[config.mk]
export PLATFORM = sky130hd
export DESIGN_NAME = rtc_calendar
export DESIGN_NICKNAME = d
export VERILOG_FILES = /design/src/rtl/rtc_pkg.sv /design/src/rtl/rtc_bcd_field.sv /design/src/rtl/rtc_month_len.sv /design/src/rtl/rtc_host_port.sv /design/src/rtl/rtc_calendar.sv
export SDC_FILE = /design/constraint.sdc
export NUM_CORES = 1
export LEC_CHECK = 0
export BUFFER_PORTS_ARGS = -buffer_cell sky130_fd_sc_hd__buf_2
export CELL_PAD_IN_SITES_DETAIL_PLACEMENT = 0
export CELL_PAD_IN_SITES_GLOBAL_PLACEMENT = 1
export CORE_ASPECT_RATIO = 1.2
export CORE_MARGIN = 3
export CORE_UTILIZATION = 35
export DETAILED_ROUTE_END_ITERATION = 7
export MAX_ROUTING_LAYER = met4
export PLACE_DENSITY = 0.68
export SYNTH_ARGS = -nofsm -noshare
export SYNTH_HDL_FRONTEND = slang
export SYNTH_HIERARCHICAL = 1
export SYNTH_SLANG_ARGS = --single-unit
[constraint.sdc]
create_clock -name clk -period 6.4 [get_ports clk]
set_input_delay 0.64 -clock clk [delete_from_list [all_inputs] [get_ports clk]]
set_output_delay 0.64 -clock clk [all_outputs]
set_load 0.1 [all_outputs]
[src/rtl/rtc_pkg.sv]
package rtc_pkg;
    localparam int DW         = 8;
    localparam int ADDR_W     = 3;
    localparam int NSLOT      = 1 << ADDR_W;
    localparam int NFIELD     = 7;
    localparam int IDX_SEC    = 0;
    localparam int IDX_MIN    = 1;
    localparam int IDX_HOUR   = 2;
    localparam int IDX_DATE   = 3;
    localparam int IDX_MONTH  = 4;
    localparam int IDX_YEAR   = 5;
    localparam int IDX_WDAY   = 6;

    typedef logic [DW-1:0] bcd_t;

    typedef struct packed {
        logic [NSLOT-1:0][DW-1:0] snap;
        bcd_t                     rdata;
        logic                     presc_clr;
    } host_st_t;

    // two-digit BCD increment; caller handles the wrap limit
    function automatic bcd_t bcd_inc(bcd_t v);
        if (v[3:0] >= 4'd9) return {v[7:4] + 4'd1, 4'd0};
        return {v[7:4], v[3:0] + 4'd1};
    endfunction

    function automatic logic [6:0] bcd_to_bin(bcd_t v);
        return 7'(v[7:4]) * 7'd10 + 7'(v[3:0]);
    endfunction

    function automatic bcd_t field_floor(int i);
        return (i == IDX_DATE || i == IDX_MONTH) ? 8'h01 : 8'h00;
    endfunction

    function automatic bcd_t field_ceil(int i);
        case (i)
            IDX_SEC, IDX_MIN: return 8'h59;
            IDX_HOUR:         return 8'h23;
            IDX_DATE:         return 8'h31;
            IDX_MONTH:        return 8'h12;
            IDX_YEAR:         return 8'h99;
            default:          return 8'h06;
        endcase
    endfunction

    // which field's carry advances field i (i > 0)
    function automatic int field_parent(int i);
        return (i == IDX_WDAY) ? IDX_HOUR : i - 1;
    endfunction
endpackage

[src/rtl/rtc_bcd_field.sv]
module rtc_bcd_field
    import rtc_pkg::*;
#(
    parameter bcd_t FLOOR = 8'h00,
    parameter bcd_t CEIL  = 8'h59,
    parameter bit   DYN   = 1'b0
) (
    input  logic clk,
    input  logic rst,
    input  logic adv_i,
    input  bcd_t dyn_ceil_i,
    input  logic wr_en_i,
    input  bcd_t wr_val_i,
    output bcd_t val_o,
    output logic carry_o
);
    bcd_t val_d, val_q;
    bcd_t ceil_w;
    logic at_top;

    always_comb begin
        ceil_w  = DYN ? dyn_ceil_i : CEIL;
        at_top  = (val_q >= ceil_w);
        carry_o = adv_i && at_top;
        val_d   = val_q;
        if (adv_i) begin
            val_d = at_top ? FLOOR : bcd_inc(val_q);
        end
        if (wr_en_i) begin
            val_d = wr_val_i;
        end
    end

    always_ff @(posedge clk) begin
        if (rst) val_q <= FLOOR;
        else     val_q <= val_d;
    end

    assign val_o = val_q;
endmodule

[src/rtl/rtc_month_len.sv]
module rtc_month_len
    import rtc_pkg::*;
(
    input  bcd_t month_i,
    input  bcd_t year_i,
    output bcd_t last_day_o
);
    logic [6:0] mon_bin;
    logic [6:0] yr_bin;
    logic       leap;

    always_comb begin
        mon_bin = bcd_to_bin(month_i);
        yr_bin  = bcd_to_bin(year_i);
        leap    = (yr_bin[1:0] == 2'b00);
        case (mon_bin)
            7'd4, 7'd6, 7'd9, 7'd11: last_day_o = 8'h30;
            7'd2:                    last_day_o = leap ? 8'h29 : 8'h28;
            default:                 last_day_o = 8'h31;
        endcase
    end
endmodule

[src/rtl/rtc_host_port.sv]
module rtc_host_port
    import rtc_pkg::*;
(
    input  logic                      clk,
    input  logic                      rst,
    input  logic                      re_i,
    input  logic                      we_i,
    input  logic [ADDR_W-1:0]         addr_i,
    input  logic [NFIELD-1:0][DW-1:0] fields_i,
    output bcd_t                      rdata_o,
    output logic                      presc_clr_o
);
    localparam logic [ADDR_W-1:0] SEC_ADDR = ADDR_W'(IDX_SEC);
    localparam int                PAD_W    = (NSLOT - NFIELD) * DW;

    host_st_t st_d, st_q;

    always_comb begin
        st_d           = st_q;
        st_d.presc_clr = we_i && (addr_i == SEC_ADDR);
        if (re_i) begin
            if (addr_i == SEC_ADDR) begin
                st_d.snap  = {{PAD_W{1'b0}}, fields_i};
                st_d.rdata = fields_i[IDX_SEC];
            end else begin
                st_d.rdata = st_q.snap[addr_i];
            end
        end
    end

    always_ff @(posedge clk) begin
        if (rst) st_q <= '0;
        else     st_q <= st_d;
    end

    assign rdata_o     = st_q.rdata;
    assign presc_clr_o = st_q.presc_clr;
endmodule

[src/rtl/rtc_calendar.sv]
module rtc_calendar
    import rtc_pkg::*;
(
    input  logic              clk,
    input  logic              rst,
    input  logic              tick_1hz,
    input  logic [ADDR_W-1:0] host_addr,
    input  logic [DW-1:0]     host_wdata,
    input  logic              host_we,
    input  logic              host_re,
    output logic [DW-1:0]     host_rdata,
    output logic              presc_clr,
    output logic [DW-1:0]     sec_o,
    output logic [DW-1:0]     min_o,
    output logic [DW-1:0]     hour_o,
    output logic [DW-1:0]     date_o,
    output logic [DW-1:0]     month_o,
    output logic [DW-1:0]     year_o,
    output logic [DW-1:0]     wday_o
);
    logic [NFIELD-1:0][DW-1:0] vals;
    logic [NFIELD-1:0]         adv;
    logic [NFIELD-1:0]         carry;
    logic [NFIELD-1:0]         wr_en;
    bcd_t                      last_day;
    logic                      unused_carry;

    rtc_month_len u_mlen (
        .month_i    (vals[IDX_MONTH]),
        .year_i     (vals[IDX_YEAR]),
        .last_day_o (last_day)
    );

    for (genvar i = 0; i < NFIELD; i++) begin : g_field
        if (i == 0) begin : g_src
            assign adv[i] = tick_1hz;
        end else begin : g_src
            assign adv[i] = carry[field_parent(i)];
        end

        assign wr_en[i] = host_we && (host_addr == ADDR_W'(i));

        rtc_bcd_field #(
            .FLOOR (field_floor(i)),
            .CEIL  (field_ceil(i)),
            .DYN   (i == IDX_DATE)
        ) u_f (
            .clk        (clk),
            .rst        (rst),
            .adv_i      (adv[i]),
            .dyn_ceil_i (last_day),
            .wr_en_i    (wr_en[i]),
            .wr_val_i   (host_wdata),
            .val_o      (vals[i]),
            .carry_o    (carry[i])
        );
    end

    assign unused_carry = ^carry[NFIELD-1:IDX_YEAR];

    rtc_host_port u_host (
        .clk         (clk),
        .rst         (rst),
        .re_i        (host_re),
        .we_i        (host_we),
        .addr_i      (host_addr),
        .fields_i    (vals),
        .rdata_o     (host_rdata),
        .presc_clr_o (presc_clr)
    );

    assign sec_o   = vals[IDX_SEC];
    assign min_o   = vals[IDX_MIN];
    assign hour_o  = vals[IDX_HOUR];
    assign date_o  = vals[IDX_DATE];
    assign month_o = vals[IDX_MONTH];
    assign year_o  = vals[IDX_YEAR];
    assign wday_o  = vals[IDX_WDAY];
endmodule

Yosys cells after proc, flatten, opt, wreduce, memory -nomap -nowiden
Cells that the tools add are included.
{ "totals": {"elab_cells": 158, "ff_bits": 121, "output_inout_bits": 65, "in_bits": 16} }
{ "op_classes": {"eq_ne": 11, "magnitude_cmp": 15, "n_mux": 54, "addsub": 16, "multipliers": 2, "n_reduce_logical": 37} }
{ "op_table": {"columns": ["cell", "count"], "rows": [
  ["two-way mux 8 bit", 37],
  ["adder 4 x 1 -> 4 bit (second input constant)", 14],
  ["greater-or-equal comparator 4 bit (second input constant)", 7],
  ["binary-select mux 8 bit (select 3 bit)", 1],
  ["nonzero test 3 bit", 7],
  ["greater-or-equal comparator 8 x 7 -> 1 bit (second input constant)", 2],
  ["one-hot mux 8 bit (2 select lines)", 1],
  ["AND reduction 2 bit", 8],
  ["two-way mux 1 bit", 15],
  ["== test 7 x 3 -> 1 bit (second input constant)", 2],
  ["== test 7 x 4 -> 1 bit (second input constant)", 2],
  ["nonzero test 2 bit", 7],
  ["logical AND 1 bit", 12],
  ["== test 3 bit (second input constant)", 3],
  ["greater-or-equal comparator 8 x 3 -> 1 bit (second input constant)", 1],
  ["greater-or-equal comparator 8 x 5 -> 1 bit (second input constant)", 1],
  ["greater-or-equal comparator 8 x 6 -> 1 bit (second input constant)", 1],
  ["greater-or-equal comparator 8 bit", 1],
  ["greater-or-equal comparator 8 bit (second input constant)", 1],
  ["adder 7 x 4 -> 7 bit", 1],
  ["== test 7 x 2 -> 1 bit (second input constant)", 1],
  ["== test 3 x 2 -> 1 bit (second input constant)", 2],
  ["multiplier 4 x 3 -> 6 bit (second input constant)", 1],
  ["less-than comparator 3 x 4 -> 1 bit (second input constant)", 1],
  ["6 further kinds", 6]
]} }

Longest topological paths before layout
{ "depth": {"word_depth": 13, "ltp_mapped": 21, "depth_no_buf": 19} }

Hierarchy
The synthesis kept the hierarchy.
{ "by_module_without_submodules": {"columns": ["module", "area_per_inst_um2", "seq_area_each_um2", "cells_per_inst", "instances"], "rows": [
  ["rtc_host_port", 2529.9, 1141.1, 309, 1],
  ["rtc_bcd_field at g_field[0].u_f ...", 568.0, 160.2, 70, 2],
  ["rtc_bcd_field at g_field[3].u_f", 803.3, 160.2, 95, 1],
  ["rtc_bcd_field at g_field[5].u_f", 634.4, 160.2, 74, 1],
  ["rtc_bcd_field at g_field[6].u_f", 631.9, 160.2, 73, 1],
  ["rtc_bcd_field at g_field[4].u_f", 590.6, 160.2, 69, 1],
  ["rtc_bcd_field at g_field[2].u_f", 549.3, 160.2, 66, 1],
  ["rtc_month_len", 325.3, 0.0, 37, 1],
  ["rtc_calendar", 86.3, 0.0, 7, 1]
]} }

Worst setup path after synthesis
No wires, ideal clock.
{ "synth_timing": {"kind": "register -> register", "startpoint": "register g_field[4].u_f.val_q[5]", "endpoint": "register g_field[5].u_f.val_q[0]", "slack_ns": 1.406, "path_buffers": 2, "arrival_time_ns": 4.914, "required_ns": 6.321, "setup_time_ns": 0.079, "synth_period_minus_slack_ns": 4.994, "stages_incl_launch_ff": 21, "path_cell_list": "dfxtp_1 ha_1 ha_1 inv_1 fa_1 xnor2_1 nor4bb_1 o21a_1 inv_1 ha_1 o21ai_0 nor2_1 a21oi_1 nor2_1 clkbuf_1 inv_1 nor2_1 buf_2 o211ai_2 mux2_2 a211oi_2"} }
{ "synth_via": {"elab_chain_len": 9, "elab_cells_between_ends": 14, "cone_classes": "add/sub (1); mul (1); order compare (2); eq/ne (5); mux (1); reduce/logical (4)"} }
{ "synth_lines": {"columns": ["item", "line_no", "source"], "rows": [
  ["start: declaration", "rtc_bcd_field.sv:17", "bcd_t val_d, val_q;"],
  ["start signal: assignment", "rtc_bcd_field.sv:36", "else val_q <= val_d;"],
  ["multiplier 4 x 3 -> 6 bit *", "rtc_pkg.sv:29", "return 7'(v[7:4]) * 7'd10 + 7'(v[3:0]);"],
  ["adder 7 x 4 -> 7 bit *", "rtc_pkg.sv:29", null],
  ["== test 7 x 3 -> 1 bit or == test 7 x 4 -> 1 bit (tied branches)", "rtc_month_len.sv:16", "case (mon_bin)"],
  ["OR reduction 4 bit", "rtc_month_len.sv:16", null],
  ["one-hot mux 8 bit (2 select lines) *", "rtc_month_len.sv:16", null],
  ["via last_day[3]", "rtc_calendar.sv:25", "bcd_t last_day;"],
  ["greater-or-equal comparator 8 bit *", "rtc_bcd_field.sv:23", "at_top = (val_q >= ceil_w);"],
  ["logical AND 1 bit *", "rtc_bcd_field.sv:24", "carry_o = adv_i && at_top;"],
  ["via adv[4]", "rtc_calendar.sv:22", "logic [NFIELD-1:0] adv;"],
  ["logical AND 1 bit *", "rtc_bcd_field.sv:24", null],
  ["via adv[5]", "rtc_calendar.sv:22", null],
  ["nonzero test 2 bit (no source line) *", null, null],
  ["end signal: assignment", "rtc_bcd_field.sv:36", null],
  ["end: declaration", "rtc_bcd_field.sv:17", null]
]} }
Mark *: on every way through the listed nets, which the timed path passes. The rest lies on a longest branch.
A chain may end at the register's enable or synchronous reset.

Worst setup path after layout
{ "layout_timing": {"startpoint": "register g_field[4].u_f.val_q[5]", "endpoint": "register g_field[5].u_f.val_q[6]"} }
{ "layout_via": {"elab_chain_len": 10, "elab_cells_between_ends": 15, "cone_classes": "add/sub (1); mul (1); order compare (2); eq/ne (5); mux (1); reduce/logical (5)"} }
{ "layout_lines": {"columns": ["item", "line_no"], "rows": [
  ["multiplier 4 x 3 -> 6 bit *", "rtc_pkg.sv:29"],
  ["adder 7 x 4 -> 7 bit *", "rtc_pkg.sv:29"],
  ["== test 7 x 3 -> 1 bit or == test 7 x 4 -> 1 bit (tied branches)", "rtc_month_len.sv:16"],
  ["OR reduction 4 bit", "rtc_month_len.sv:16"],
  ["one-hot mux 8 bit (2 select lines) *", "rtc_month_len.sv:16"],
  ["via last_day[3]", "rtc_calendar.sv:25"],
  ["greater-or-equal comparator 8 bit *", "rtc_bcd_field.sv:23"],
  ["logical AND 1 bit *", "rtc_bcd_field.sv:24"],
  ["via adv[4]", "rtc_calendar.sv:22"],
  ["logical AND 1 bit *", "rtc_bcd_field.sv:24"],
  ["via adv[5]", "rtc_calendar.sv:22"],
  ["nonzero test 2 bit (no source line) *", null],
  ["AND reduction 2 bit (no source line) *", null]
]} }
Marked as above.

==> run metrics <==
Slew Limit Headroom 42.6%; share of cells above drive strength 1 19.9%; placed wire-length estimate 14.7 mm; Clk network pwr share 47.2%; Post-Synthesis Cells 867; remaining number of nets flagged by the antenna check after routing 0; data required time at the worst endpoint 6.67 ns; Resized cells post-CTS 0; termination of the worst setup path g_field[5].u_f/val_o[6]; Power Internal 1.42 mW; layout filler cell count 2173; average size of a mapped cell 8.39 um2; endpoint class of the critical path flip-flop; Post-Synthesis Cell Area 7270 um2; H-tree level count 4; total detailed-routing wirelength 21.7 mm; worst-path cell with the longest stage delay nor2_1; number of maximum-capacitance violations 0; number of antenna violations at the first check in global routing 1; shortest clock period the worst path allows after layout 4.84 ns; remaining design rule violation count 0; switching share of power 29.8%; post-CTS repair timing setup buffer count 0; detail-routed net length per standard cell 18.3 um; cell family with most CP delay simple AND/OR/NAND/NOR gates; critical path class flip-flop to flip-flop; run status completed; Crit Reg-Reg Endpoint g_field[5].u_f/val_o[6]; setup repair after global routing missed its margin false; weighted congestion at the end of routability-driven global placement 0.862; Hold/Removal Path Class flip-flop to flip-flop; insertion delay of the later-clocked pin in the worst-skew pair 0.41 ns; sequential power share 37.4%; Core Area 20300 um2; DIE AREA 22600 um2; biggest fanout along the worst timing path 12; fmax 0.206 GHz; CP startpoint kind flip-flop; Worst R2R Path Depth 20; vias per std cell 5.40; number of nets in the finished design 977; clock buffer depth 2; die extent in y 164 um; final hold viol count 0; worst slew pin tran 0.861 ns; number of global-route vias before repair 6200; drt first-iter violations 440; Yosys warnings 6; maximum cell stage delay along the critical path 0.60 ns; worst clock skew on the final layout 0.00381 ns; Data arrival, critical path 5.12 ns; launch point of the critical path g_field[4].u_f/val_o[5]; Most common cell on crit path nor2_1; detailed-route via count 6413; Slew Viols, Final 0; leakage component of the power 3.24 nW; final-report setup violation count 0; CTS tree done; number of CTS-inserted buffers 17; count of input and output buffers 80; largest net degree at the start of global routing 69; GRT Resource Usage Total 20.3%; reg-to-reg setup timing slack 1.56 ns; part of the power in combinational logic 15.5%; post-route design area 8230 um2; 1st-pass router iterations 4; source of the worst register-to-register timing path g_field[4].u_f/val_o[5]; Syn-to-layout area delta 13.1%; IR Drop Worst-Case VDD 0.000182 V; x dimension of the die 138 um; CTS clock-pin slew for the worst setup and hold paths 0.05 ns; total negative slack 0 ns; Net Sw Power 0.601 mW; number of placement rows 57; number of clock sinks seen by CTS 113; grt total ovfl 0; power per cell area 245 nW/um2; fraction of the cycle the final worst path needs 75.7%; library cell used as clock root buffer clkbuf_16; initial standard-cell utilization of the core 35.8%; Hold-fix buffers, CTS 0; number of I/O pins 81; Final Core Density 40.5%; wire length of the first global-routing pass 34.5 mm; Area after DPL 7640 um2; ordered list of cells on the worst path ha_1, ha_1, inv_1, fa_1, xnor2_1, nor4bb_1, o21a_1, inv_1, ha_1, o21ai_0, nor2_1, a21oi_1, nor2_1, buf_4, inv_1, nor2_1, nand2_1, o221a_2, a222oi_1, nor2_1; buffers and inverters on the worst path 4; Stages on worst setup path 20
-- worst min path at each step --
stage | from | to | slack (ns) | cells past startpoint
floorplan | u_host/st_q[56] | u_host/st_q[56] | 0.43 | 2
global placement | u_host/st_q[53] | u_host/st_q[53] | 0.44 | 2
detailed placement | u_host/st_q[50] | u_host/st_q[50] | 0.45 | 2
CTS | u_host/st_q[50] | u_host/st_q[50] | 0.46 | 2
global route | u_host/st_q[32] | u_host/st_q[32] | 0.47 | 2
finish | u_host/st_q[47] | u_host/st_q[47] | 0.45 | 2
-- power by group through the flow --
stage	Clock [mW]	Combinational [mW]	Sequential (mW)
2_1_floorplan	0	0.171	0.849
3_3_place_gp	0	0.314	0.768
3_5_place_dp	0	0.313	0.769
4_1_cts	0.968	0.314	0.754
5_1_grt	0.998	0.335	0.757
6_report	0.951	0.312	0.754
-- cells in the final DEF (no fill, tap or decap), drive strengths merged, types with 6 or more instances in the layout --
cell	instances
a21oi	116
or4	6
o2bb2ai	8
a211oi	11
nor3	26
o221ai	7
buf	87
nand4	7
clkinv	7
nand3	18
dfxtp	113
o21ai	22
nor2b	6
a31oi	10
mux2i	24
mux2	7
clkbuf	20
nor3b	19
or3b	7
nand2	136
a221oi	8
xnor2	8
ha	51
inv	52
nor2	42
-- worst register-to-register path, stage by stage (launching register included) --
cell and delay, ns:
dfxtp_1 0.42, ha_1 0.34, ha_1 0.13, inv_1 0.05
fa_1 0.37, xnor2_1 0.29, nor4bb_1 0.47, o21a_1 0.16
inv_1 0.04, ha_1 0.26, o21ai_0 0.07, nor2_1 0.21
a21oi_1 0.15, nor2_1 0.11, buf_4 0.18, inv_1 0.10
nor2_1 0.60, nand2_1 0.11, o221a_2 0.35, a222oi_1 0.22
nor2_1 0.06
-- per-stage QoR --
stage	instances	setup WS (ns)	hold WS, ns	total power [mW]
after floorplan	870	1.41	0.433	1.02
after global placement	1154	1.60	0.443	1.08
after detailed placement	1154	1.51	0.448	1.08
after CTS	1186	1.51	0.455	2.04
after global routing	1187	1.07	0.475	2.09
final	1187	1.56	0.452	2.02
-- flip-flops by register name (all words and copies together) (netlist names) --
register	count
u_host/presc_clr_o	1
u_host/st_q	48
g_field.u_f/val_o	56
u_host/rdata_o	8
-- routing by layer --
layer	wire length, um	part of all wire [%]	global-route usage, %
met5	0	0	-
met4	548	2.5	7.89
met3	722	3.3	3.16
met2	10500	49	32.5
met1	9880	46	25.6
-- layout make-up --
type	instances	area (um2)	share of cell area, %
Antenna cell	1	2.50	0.0304
Timing Repair Buffer	87	455	5.54
Tap cell	265	332	4.03
Multi-Input combinational cell	637	4390	53.4
Inverter	52	195	2.37
Clock inverter	12	140	1.70
Sequential cell	113	2260	27.5
Clock buffer	20	447	5.43
(Power assumes the default switching activity.)
